<file path="src/rtl/cmdenc_pkg.sv">
package cmdenc_pkg;
  localparam int PKG_REL_W = 9;

  typedef enum logic [1:0] {
    FORM_ABS  = 2'd0,
    FORM_REL  = 2'd1,
    FORM_SAME = 2'd2
  } addrForm_e;

  typedef struct packed {
    logic                 load;
    addrForm_e            form;
    logic [PKG_REL_W-1:0] relOff;
  } encStrobe_t;
endpackage

</file>
<file path="src/rtl/cmdenc_ctrl.sv">
module cmdenc_ctrl
  import cmdenc_pkg::*;
#(
  parameter int ID_W   = 2,
  parameter int ADDR_W = 21
) (
  input  logic              clk,
  input  logic              rstN,
  input  logic              reqValid,
  input  logic [ID_W-1:0]   reqSlave,
  input  logic [ADDR_W-1:0] reqAddr,
  input  logic              histOk,
  input  logic              histFail,
  output encStrobe_t        strobe
);
  localparam int KEY_W = ID_W + ADDR_W;

  logic             lastValid;
  logic [KEY_W-1:0] lastKey;
  logic             pendValid;
  logic [KEY_W-1:0] pendKey;

  logic [KEY_W-1:0]         reqKey;
  logic signed [ADDR_W:0]   diff;
  logic                     fits;
  logic                     isSame;
  logic                     isRel;

  assign reqKey = {reqSlave, reqAddr[ADDR_W-1:2], 2'b00};
  assign diff   = $signed({1'b0, reqAddr}) - $signed({1'b0, lastKey[ADDR_W-1:0]});
  // The difference fits in PKG_REL_W signed bits when its upper bits are all sign copies
  assign fits   = (&diff[ADDR_W:PKG_REL_W-1]) | ~(|diff[ADDR_W:PKG_REL_W-1]);
  assign isSame = lastValid && (lastKey == reqKey);
  assign isRel  = lastValid && (lastKey[KEY_W-1:ADDR_W] == reqSlave) && fits;

  always_comb begin
    strobe.load   = reqValid;
    strobe.relOff = diff[PKG_REL_W-1:0];
    if (isSame)      strobe.form = FORM_SAME;
    else if (isRel)  strobe.form = FORM_REL;
    else             strobe.form = FORM_ABS;
  end

  always_ff @(posedge clk) begin
    if (!rstN) begin
      lastValid <= 1'b0;
      lastKey   <= '0;
      pendValid <= 1'b0;
      pendKey   <= '0;
    end else begin
      if (histFail) begin
        lastValid <= 1'b0;
      end else if (histOk && pendValid) begin
        lastValid <= 1'b1;
        lastKey   <= pendKey;
      end
      if (reqValid) begin
        pendValid <= 1'b1;
        pendKey   <= reqKey;
      end
    end
  end

  // a failure strobe always leaves no reference
  a_r9_fail_drops: assert property (@(posedge clk) disable iff (!rstN)
    histFail |=> !lastValid);
  // a success strobe with a pending request leaves a reference
  a_r9_ok_keeps: assert property (@(posedge clk) disable iff (!rstN)
    (histOk && !histFail && pendValid) |=> lastValid);
  // with no strobe the reference is unchanged
  a_r9_hold: assert property (@(posedge clk) disable iff (!rstN)
    (!histOk && !histFail) |=> ($stable(lastValid) && $stable(lastKey)));
  // the short form is only ever picked from a held reference
  a_r3_same_needs_ref: assert property (@(posedge clk) disable iff (!rstN)
    (strobe.load && strobe.form == FORM_SAME) |-> lastValid);
endmodule

</file>
<file path="src/rtl/cmdenc_datapath.sv">
module cmdenc_datapath
  import cmdenc_pkg::*;
#(
  parameter int         ID_W       = 2,
  parameter int         ADDR_W     = 21,
  parameter int         DATA_BYTES = 4,
  parameter logic [2:0] OP_ABS     = 3'b100,
  parameter logic [2:0] OP_REL     = 3'b101,
  parameter logic [1:0] OP_SAME    = 2'b11,
  parameter int         MSG_W      = ID_W + 3 + 1 + ADDR_W + 1 + 8 * DATA_BYTES,
  parameter int         LEN_W      = $clog2(MSG_W + 1)
) (
  input  logic                    clk,
  input  logic                    rstN,
  input  encStrobe_t              strobe,
  input  logic [ID_W-1:0]         reqSlave,
  input  logic [ADDR_W-1:0]       reqAddr,
  input  logic [1:0]              reqSize,
  input  logic                    reqRead,
  input  logic [8*DATA_BYTES-1:0] reqData,
  output logic                    outValid,
  output logic [MSG_W-1:0]        outBits,
  output logic [LEN_W-1:0]        outLen
);
  logic [3:0]            nBytes;
  logic [DATA_BYTES-1:0] byteEn;
  logic [ADDR_W-1:0]     field;
  logic [LEN_W-1:0]      fieldLen;
  logic [2:0]            opVal;
  logic [LEN_W-1:0]      opLen;
  logic [MSG_W-1:0]      packNext;
  logic [LEN_W-1:0]      lenNext;

  always_comb begin
    case (reqSize)
      2'd0:    nBytes = 4'd1;
      2'd1:    nBytes = 4'd2;
      default: nBytes = 4'd4;
    endcase
  end

  for (genvar g = 0; g < DATA_BYTES; g++) begin : gByteEn
    assign byteEn[g] = !reqRead && (4'(g) < nBytes);
  end

  function automatic logic [MSG_W-1:0] pushBits(input logic [MSG_W-1:0] acc,
                                                input logic [MSG_W-1:0] val,
                                                input logic [LEN_W-1:0] n);
    logic [MSG_W-1:0] mask;
    mask = (MSG_W'(1) << n) - MSG_W'(1);
    return (acc << n) | (val & mask);
  endfunction

  always_comb begin
    case (strobe.form)
      FORM_SAME: begin
        field    = ADDR_W'(reqAddr[1:0]);
        fieldLen = LEN_W'(2);
        opVal    = {1'b0, OP_SAME};
        opLen    = LEN_W'(2);
      end
      FORM_REL: begin
        field    = ADDR_W'(strobe.relOff);
        fieldLen = LEN_W'(PKG_REL_W);
        opVal    = OP_REL;
        opLen    = LEN_W'(3);
      end
      default: begin
        field    = reqAddr;
        fieldLen = LEN_W'(ADDR_W);
        opVal    = OP_ABS;
        opLen    = LEN_W'(3);
      end
    endcase
    if (nBytes == 4'd2) field[0] = 1'b0;
    if (nBytes == 4'd4) field[1:0] = 2'b01;
  end

  always_comb begin
    packNext = MSG_W'(reqSlave);
    lenNext  = LEN_W'(ID_W);
    packNext = pushBits(packNext, MSG_W'(opVal), opLen);
    lenNext  = lenNext + opLen;
    packNext = pushBits(packNext, MSG_W'(reqRead), LEN_W'(1));
    packNext = pushBits(packNext, MSG_W'(field), fieldLen);
    packNext = pushBits(packNext, MSG_W'(nBytes > 4'd1), LEN_W'(1));
    lenNext  = lenNext + fieldLen + LEN_W'(2);
    for (int i = 0; i < DATA_BYTES; i++) begin
      if (byteEn[i]) begin
        packNext = pushBits(packNext, MSG_W'(reqData[8*i +: 8]), LEN_W'(8));
        lenNext  = lenNext + LEN_W'(8);
      end
    end
  end

  always_ff @(posedge clk) begin
    if (!rstN) begin
      outValid <= 1'b0;
      outBits  <= '0;
      outLen   <= '0;
    end else begin
      outValid <= strobe.load;
      if (strobe.load) begin
        outBits <= packNext;
        outLen  <= lenNext;
      end
    end
  end

  // every request gives a command on the next edge
  a_r1_next_edge: assert property (@(posedge clk) disable iff (!rstN)
    strobe.load |=> outValid);
  // no command without a request
  a_r1_no_spurious: assert property (@(posedge clk) disable iff (!rstN)
    !strobe.load |=> !outValid);
  // a valid command length lies between the shortest and the longest form
  a_r1_len_range: assert property (@(posedge clk) disable iff (!rstN)
    outValid |-> (outLen >= LEN_W'(8) && outLen <= LEN_W'(MSG_W)));
endmodule

</file>
<file path="src/rtl/compact_cmd_encoder.sv">
module compact_cmd_encoder
  import cmdenc_pkg::*;
#(
  parameter int         ID_W       = 2,
  parameter int         ADDR_W     = 21,
  parameter int         DATA_BYTES = 4,
  parameter logic [2:0] OP_ABS     = 3'b100,
  parameter logic [2:0] OP_REL     = 3'b101,
  parameter logic [1:0] OP_SAME    = 2'b11,
  parameter int         MSG_W      = ID_W + 3 + 1 + ADDR_W + 1 + 8 * DATA_BYTES,
  parameter int         LEN_W      = $clog2(MSG_W + 1)
) (
  input  logic                    clk,
  input  logic                    rstN,
  input  logic                    reqValid,
  input  logic [ID_W-1:0]         reqSlave,
  input  logic [ADDR_W-1:0]       reqAddr,
  input  logic [1:0]              reqSize,
  input  logic                    reqRead,
  input  logic [8*DATA_BYTES-1:0] reqData,
  input  logic                    histOk,
  input  logic                    histFail,
  output logic                    outValid,
  output logic [MSG_W-1:0]        outBits,
  output logic [LEN_W-1:0]        outLen
);
  encStrobe_t strobe;

  cmdenc_ctrl #(.ID_W(ID_W), .ADDR_W(ADDR_W)) ctrl_i (
    .clk      (clk),
    .rstN     (rstN),
    .reqValid (reqValid),
    .reqSlave (reqSlave),
    .reqAddr  (reqAddr),
    .histOk   (histOk),
    .histFail (histFail),
    .strobe   (strobe)
  );

  cmdenc_datapath #(
    .ID_W(ID_W), .ADDR_W(ADDR_W), .DATA_BYTES(DATA_BYTES),
    .OP_ABS(OP_ABS), .OP_REL(OP_REL), .OP_SAME(OP_SAME),
    .MSG_W(MSG_W), .LEN_W(LEN_W)
  ) dp_i (
    .clk      (clk),
    .rstN     (rstN),
    .strobe   (strobe),
    .reqSlave (reqSlave),
    .reqAddr  (reqAddr),
    .reqSize  (reqSize),
    .reqRead  (reqRead),
    .reqData  (reqData),
    .outValid (outValid),
    .outBits  (outBits),
    .outLen   (outLen)
  );
endmodule

</file>
<file path="config.mk">
export PLATFORM = sky130hd
export DESIGN_NAME = compact_cmd_encoder
export DESIGN_NICKNAME = d
export VERILOG_FILES = /design/src/rtl/cmdenc_pkg.sv /design/src/rtl/cmdenc_ctrl.sv /design/src/rtl/cmdenc_datapath.sv /design/src/rtl/compact_cmd_encoder.sv
export SDC_FILE = /design/constraint.sdc
export NUM_CORES = 1
export LEC_CHECK = 0
export ABC_AREA = 1
export BUFFER_PORTS_ARGS = -buffer_cell sky130_fd_sc_hd__buf_2
export CAP_MARGIN = 20
export CELL_PAD_IN_SITES_DETAIL_PLACEMENT = 1
export CELL_PAD_IN_SITES_GLOBAL_PLACEMENT = 1
export CORE_ASPECT_RATIO = 0.5
export CORE_MARGIN = 2
export CORE_UTILIZATION = 39
export DETAILED_ROUTE_END_ITERATION = 12
export PLACE_DENSITY = 0.78
export SYNTH_ARGS = -nofsm -noshare
export SYNTH_HDL_FRONTEND = slang
export SYNTH_SLANG_ARGS = --single-unit
export TNS_END_PERCENT = 5
</file>
<file path="constraint.sdc">
create_clock -name clk -period 4.49 [get_ports clk]
set_clock_uncertainty 0.2 [all_clocks]
set_input_delay 0.2245 -clock clk [delete_from_list [all_inputs] [get_ports clk]]
set_output_delay 0.2245 -clock clk [all_outputs]
set_load 0.02 [all_outputs]
</file>
# --- Word level (Yosys, flattened, before mapping) ---
# Cells that the tools add are included.
op_classes:
  magnitude_cmp: 5
  n_addsub: 10
  n_mul: 0
  bitwise: 14
  eq_ne: 7
  n_div: 0
  muxes: 17
  n_shift: 4
  n_reduce_logical: 14
op_table:
  columns: ["operator", "n"]
  rows:
  - ["$mux 60", 4]
  - ["$or 60x8->60", 4]
  - ["$or 60x1->60", 2]
  - ["$or 59x59->59", 2]
  - ["$sub 59x2->59 const B", 2]
  - ["$shl 60x5->59", 1]
  - ["$and 21x59->59", 1]
  - ["$and 3x59->59", 1]
  - ["$shl 1x2->59 const A", 1]
  - ["$shl 1x5->59 const A", 1]
  - ["$shl 2x2->59", 1]
  - ["$pmux 21 s2", 1]
  - ["$add 6x4->6 const B", 4]
  - ["$mux 6", 4]
  - ["$sub 21x21->22", 1]
  - ["$eq 21x21->1", 1]
  - ["$reduce_and 14->1", 1]
  - ["$reduce_or 14->1", 1]
  - ["$pmux 3 s2", 2]
  - ["$pmux 5 s2", 1]
  - ["$logic_and 1x1->1", 8]
  - ["$add 6x2->6 const B", 1]
  - ["$add 6x5->6", 1]
  - ["$lt 1x3->1 const A", 2]
  - ["16 further kinds", 23]
word_totals:
  ff_bits: 111
  latchBits: 0
  word_cells: 78
  output_inout_bits: 67
  rom_bits: 0
  in_bits: 63
  ram_bits: 0
  n_memories: 0

# --- Logic depth before layout (Yosys ltp) ---
depth:
  ltp_word: 25
  mapped_depth: 30
  depth_no_buf: 29

# --- Hierarchy ---
# From an unflattened synthesis, not the netlist that was laid out.
hier_totals:
  cells_unflattened: 1362
  hier_area_um2: 8244.2
by_module_without_submodules:
  columns: ["module", "area_per_inst_um2", "cells_each", "seq_area_each_um2", "n_inst"]
  rows:
  - ["cmdenc_datapath", 5216.3, 886, 1341.3, 1]
  - ["cmdenc_ctrl", 3027.9, 476, 880.8, 1]

# --- Worst setup path after synthesis ---
# Ideal clock, no wire load.
synth_timing:
  kind: "register to register"
  start: "register ctrl_i.lastKey[2]"
  end: "register dp_i.outLen[5]"
  slack_ns: 0.720
  t_arrival_ns: 3.453
  t_required_ns: 4.173
  setup_ns: 0.117
  path_stages_with_launch: 29
  n_path_buf: 1
  synth_period_minus_slack_ns: 3.770
  cell_sequence: "dfxtp_1 > ha_1 > fa_1 > inv_1 > nand2_1 > nand2_1 > nand3_1 > nand2_1 > nand2_1 > nand2_1 > nand2_1 > nand2_1 > nand3_1 > nor2_1 > nand3_1 > nand2_4 > nand2_4 > buf_6 > o21ai_4 > o21a_2 > ha_1 > nand2_1 > nand2_1 > ha_1 > nand2_1 > xor2_1 > nor2_1 > o221ai_1 > inv_1"
synth_between:
  elab_chain_cells: 20
  word_cells_on_any_way: 25
  cone_classes: "8 x add/sub; 3 x eq/ne; 8 x mux; 2 x bitwise; 4 x reduce/logical"
synth_lines:
  columns: ["element", "line_no", "source"]
  rows:
  - ["start, declared", "cmdenc_ctrl.sv:19", "logic [KEY_W-1:0] lastKey;"]
  - ["start signal, assigned", "cmdenc_ctrl.sv:55", "lastKey <= pendKey;"]
  - ["$sub 21x21->22", "cmdenc_ctrl.sv:30", "assign diff = $signed({1'b0, reqAddr}) - $signed({1'b0, lastKey[ADDR_W-1:0]});"]
  - ["$reduce_or 14->1", "cmdenc_ctrl.sv:32", "assign fits = (&diff[ADDR_W:PKG_REL_W-1]) | ~(|diff[ADDR_W:PKG_REL_W-1]);"]
  - ["$not 1->1", "cmdenc_ctrl.sv:32", null]
  - ["$or 1x1->1", "cmdenc_ctrl.sv:32", null]
  - ["$logic_and 1x1->1", "cmdenc_ctrl.sv:34", "assign isRel = lastValid && (lastKey[KEY_W-1:ADDR_W] == reqSlave) && fits;"]
  - ["$mux 1", "cmdenc_ctrl.sv:40", "else if (isRel) strobe.form = FORM_REL;"]
  - ["$mux 2 (*)", "cmdenc_ctrl.sv:39", "if (isSame) strobe.form = FORM_SAME;"]
  - ["$eq 2x2->1", "cmdenc_datapath.sv:55", "case (strobe.form)"]
  - ["[... 4 more ...]", null, null]
  - ["$add 6x4->6", "cmdenc_datapath.sv:91", "lenNext = lenNext + LEN_W'(8);"]
  - ["$mux 6 (*)", "cmdenc_datapath.sv:89", "if (byteEn[i]) begin"]
  - ["$add 6x4->6", "cmdenc_datapath.sv:91", null]
  - ["$mux 6 (*)", "cmdenc_datapath.sv:89", null]
  - ["$add 6x4->6", "cmdenc_datapath.sv:91", null]
  - ["$mux 6 (*)", "cmdenc_datapath.sv:89", null]
  - ["$add 6x4->6", "cmdenc_datapath.sv:91", null]
  - ["$mux 6 (*)", "cmdenc_datapath.sv:89", null]
  - ["end signal, assigned", "cmdenc_datapath.sv:105", "outLen <= lenNext;"]
  - ["end, declared", "cmdenc_datapath.sv:23", "output logic [LEN_W-1:0] outLen"]
# Mark *: on every way between the ends. The rest lies on a longest branch, timed or not.
# A chain may end at the register's enable or synchronous reset.

# --- Worst setup path in the final report ---
layout_timing:
  start: "input port reqAddr[2]"
  end: "register dp_i.outLen[5]"
layout_between:
  elab_chain_cells: 20
  word_cells_on_any_way: 25
  cone_classes: "8 x add/sub; 3 x eq/ne; 8 x mux; 2 x bitwise; 4 x reduce/logical"
layout_lines:
  columns: ["element", "line_no", "source"]
  rows:
  - ["start, declared", "compact_cmd_encoder.sv:17", "input logic [ADDR_W-1:0] reqAddr,"]
  - ["$sub 21x21->22", "cmdenc_ctrl.sv:30", null]
  - ["$reduce_or 14->1", "cmdenc_ctrl.sv:32", null]
  - ["$not 1->1", "cmdenc_ctrl.sv:32", null]
  - ["$or 1x1->1", "cmdenc_ctrl.sv:32", null]
  - ["$logic_and 1x1->1", "cmdenc_ctrl.sv:34", null]
  - ["$mux 1", "cmdenc_ctrl.sv:40", null]
  - ["$mux 2 (*)", "cmdenc_ctrl.sv:39", null]
  - ["$eq 2x2->1", "cmdenc_datapath.sv:55", null]
  - ["[... 4 more ...]", null, null]
  - ["$add 6x4->6", "cmdenc_datapath.sv:91", null]
  - ["$mux 6 (*)", "cmdenc_datapath.sv:89", null]
  - ["$add 6x4->6", "cmdenc_datapath.sv:91", null]
  - ["$mux 6 (*)", "cmdenc_datapath.sv:89", null]
  - ["$add 6x4->6", "cmdenc_datapath.sv:91", null]
  - ["$mux 6 (*)", "cmdenc_datapath.sv:89", null]
  - ["$add 6x4->6", "cmdenc_datapath.sv:91", null]
  - ["$mux 6 (*)", "cmdenc_datapath.sv:89", null]
# Marks and branches as above.

==> impl_metrics.tcl <==
set metrics [dict create \
    cp.required_ns 4.55 \
    syn_to_final_growth_pct 19.9 \
    drc 0 \
    synth-edff-count 0 \
    timing.slew.headroom_pct 48.3 \
    synth_seq_cells 111 \
    post_synth_instance_area_um2 7400 \
    critical_path_cell_count 30 \
    finalSetupViolations 0 \
    setup.worst_path.start_class "input port" \
    slew_viol_final 0 \
    drtPass1Iterations 5 \
    crit_arrival_ns 4.27 \
    maxClockFrequency_mhz 237 \
    avg_inst_size_synth_um2 6.16 \
    max_slew.worst_pin.slew_ns 0.773 \
    place.detailed.hpwl_um 22500 \
    layout.cells.most_common "sky130_fd_sc_hd__nand2_1" \
    outcome "finished clean" \
    layout.filler_cells 2556 \
    post_drt_wl_per_cell_um 18.6 \
    synth_top_flop_cell "sky130_fd_sc_hd__dfxtp_1" \
    grt_use_met3_pct 4.06 \
    gr-usage-met1_pct 41.2 \
    critical-path-slowest-cell "sky130_fd_sc_hd__dlygate4sd3_1" \
    place.gp.congestion 0.884 \
    start_util_pct 40.0 \
    share_of_post_route_cells_with_drive_strength_above_1_pct 17.0 \
    maxCapViolCount 0 \
    min_period_over_period_pct 93.8 \
    p_total_mw 2.69 \
    hold_path_class "in -> reg" \
    grt_util_all_layers_pct 30.0 \
    cts-htree-levels 3 \
    number_of_antenna_violations_at_the_first_check_in_global_routing 0 \
    layout.area.seq_um2 2220 \
    total_clock_buffers_created_by_cts 9 \
    cts-root-buf "sky130_fd_sc_hd__clkbuf_16" \
    synthDistinctLibCells 46 \
    grt_busiest_layer "met2" \
    cp-end-kind "flip-flop" \
    grt_setup_unrepaired "no" \
    n_antenna_cell 0 \
    worst_path_dominant_cell_family "simple AND/OR/NAND/NOR gates" \
    path_clk_slew_ns 0.08 \
    fp.dieH_um 101 \
    largest_net_degree_at_the_start_of_global_routing 49 \
    ys_async_sr_fraction_pct 0 \
    met2_usage_pct 50.5 \
    nNetsFinal 1411 \
    critPathBufInv 5 \
    die_area_um2 20200 \
    worstPathMaxFanout 4 \
    drt-initial-drc-count 531 \
    first_global_vias 8723 \
    via_per_inst 5.46 \
    layout.cells.most_common_list "363 x sky130_fd_sc_hd__nand2_1, 182 x sky130_fd_sc_hd__nand3_1, 143 x sky130_fd_sc_hd__inv_1" \
    cellLeakagePower_nw 4.42 \
    synthesis.instances 1202 \
    power_density_over_cell_area_nw_per_um2 303 \
    yosys_warnings 0 \
    cts_sinks 111 \
    globalRouteOverflowTotal 0 \
    worst-r2r-cell-count 26 \
    tritoncts "yes" \
    crit_type "in -> reg" \
    fin_setup_tns_ns 0 \
    final_antenna_net_count 0 \
    io_buffer_count 129 \
    yosysSeqAreaShare_pct 30.0 \
    detail_route.wirelength_um 29500 \
    hold_viol 0 \
    whs_path_depth 3 \
    period_minus_slack_ns 4.21 \
    pin_count 130 \
    core-area_um2 18500 \
    via_count 8678 \
    max-vdd-ir-drop_mv 0.204 \
    grt_first_pass_wirelength_um 46800 \
    width_of_the_die_um 199 \
    std_cell_rows 35 \
    critical_path.most_common_cell "sky130_fd_sc_hd__nand2_1" \
    critical-path-max-stage-delay_ns 0.53 \
    syn_nets 1289 \
    clk_latency_ns 0.36 \
    multi_input_comb_area_um2 4440 \
    clockBufferDepth 2 \
]
==> report_power, final <==
group | switching, mW | leakage, nW | total (mW) | internal (mW)
Sequential | 0.0318 | 0.910 | 1.08 | 1.04
Clock | 0.414 | 0.135 | 0.809 | 0.395
Combinational | 0.549 | 3.38 | 0.801 | 0.252
==> logic make-up (layout without fill, tap and decap cells) <==
kind of cell    Yosys count  in the layout  synth area share [%]
fa+ha+maj                24             24                  4.16
simple gates            669            669                  39.8
compound gates          175            175                  13.9
xor+xnor                  8              8                 0.947
buf+inv                 215            342                  11.2
flops                   111            111                  30.0
==> synth_stat cells, types with 6 or more instances <==
master	number	area share [%]
sky130_fd_sc_hd__nand2_1	365	19
sky130_fd_sc_hd__nand3_1	184	12
sky130_fd_sc_hd__inv_1	144	7.3
sky130_fd_sc_hd__dfxtp_1	111	30
sky130_fd_sc_hd__nor2_1	58	2.9
sky130_fd_sc_hd__o21ai_0	57	3.9
sky130_fd_sc_hd__a21oi_1	56	3.8
sky130_fd_sc_hd__clkbuf_1	41	2.1
sky130_fd_sc_hd__nand4_1	27	2.3
sky130_fd_sc_hd__ha_1	23	3.9
sky130_fd_sc_hd__a31oi_1	15	1.3
sky130_fd_sc_hd__o22ai_1	13	1.1
sky130_fd_sc_hd__inv_2	12	0.61
sky130_fd_sc_hd__buf_1	10	0.51
sky130_fd_sc_hd__nand2_2	9	0.76
sky130_fd_sc_hd__nor3_1	9	0.61
sky130_fd_sc_hd__nand3_2	8	1.1
sky130_fd_sc_hd__xor2_1	8	0.95
sky130_fd_sc_hd__a22oi_1	6	0.61
==> flip-flops by register name, indices dropped and copies added (netlist names) <==
register          count
ctrl_i.lastKey       21
ctrl_i.lastValid      1
ctrl_i.pendKey       21
ctrl_i.pendValid      1
dp_i.outBits         60
dp_i.outLen           6
dp_i.outValid         1
==> worst min-delay path, delay by kind of cell <==
kind                   cells  cell delay, ns
buffers and inverters      2            0.17
AOI/OAI and AO/OA          1            0.15
==> per-layer routing <==
layer	routed length, µm	part of all wire, %
met2	13400	45
met3	1510	5.1
met1	14100	48
met5	0	0
met4	463	1.6
==> area by class of cell <==
cell class                 instances  area share (%)
clock buffer                      10            2.69
clock inverter                     6           0.480
inverter                         157            6.64
multi-input combinational        876            50.0
sequential                       111            25.0
tap                              259            3.65
timing repair buffer             169            11.5
==> stage by stage <==
step	hold slack, ns	worst slack [ns]	cell area (µm²)	cells	util, %
finish	0.0105	0.278	8870	1588	48.0
global route	0.00902	0.00214	8870	1588	48.0
CTS	0.00475	0.0784	8740	1582	47.3
detailed placement	0.220	0.235	8260	1546	44.7
global placement	0.210	0.404	8260	1546	44.7
floorplan	0.104	0.720	7400	1202	-
==> worst paths after layout <==
check | slack, ns | startpoint | to
worst max-delay path | 0.28 | reqAddr[2] | dp_i.outLen[5]
worst min register to register | 0.24 | dp_i.outBits[54] | dp_i.outBits[54]
worst min-delay path | 0.01 | reqAddr[4] | ctrl_i.pendKey[4]
worst max register to register | 0.47 | ctrl_i.lastKey[10] | dp_i.outLen[5]
==> what timing repair did <==
item	CTS	global route
hold buffers	20	0
setup endpoints to repair	0	1
hold endpoints to repair	20	0
setup buffers	0	5
gates resized for setup	0	17
Note: power is estimated with default switching activity, not from simulation.
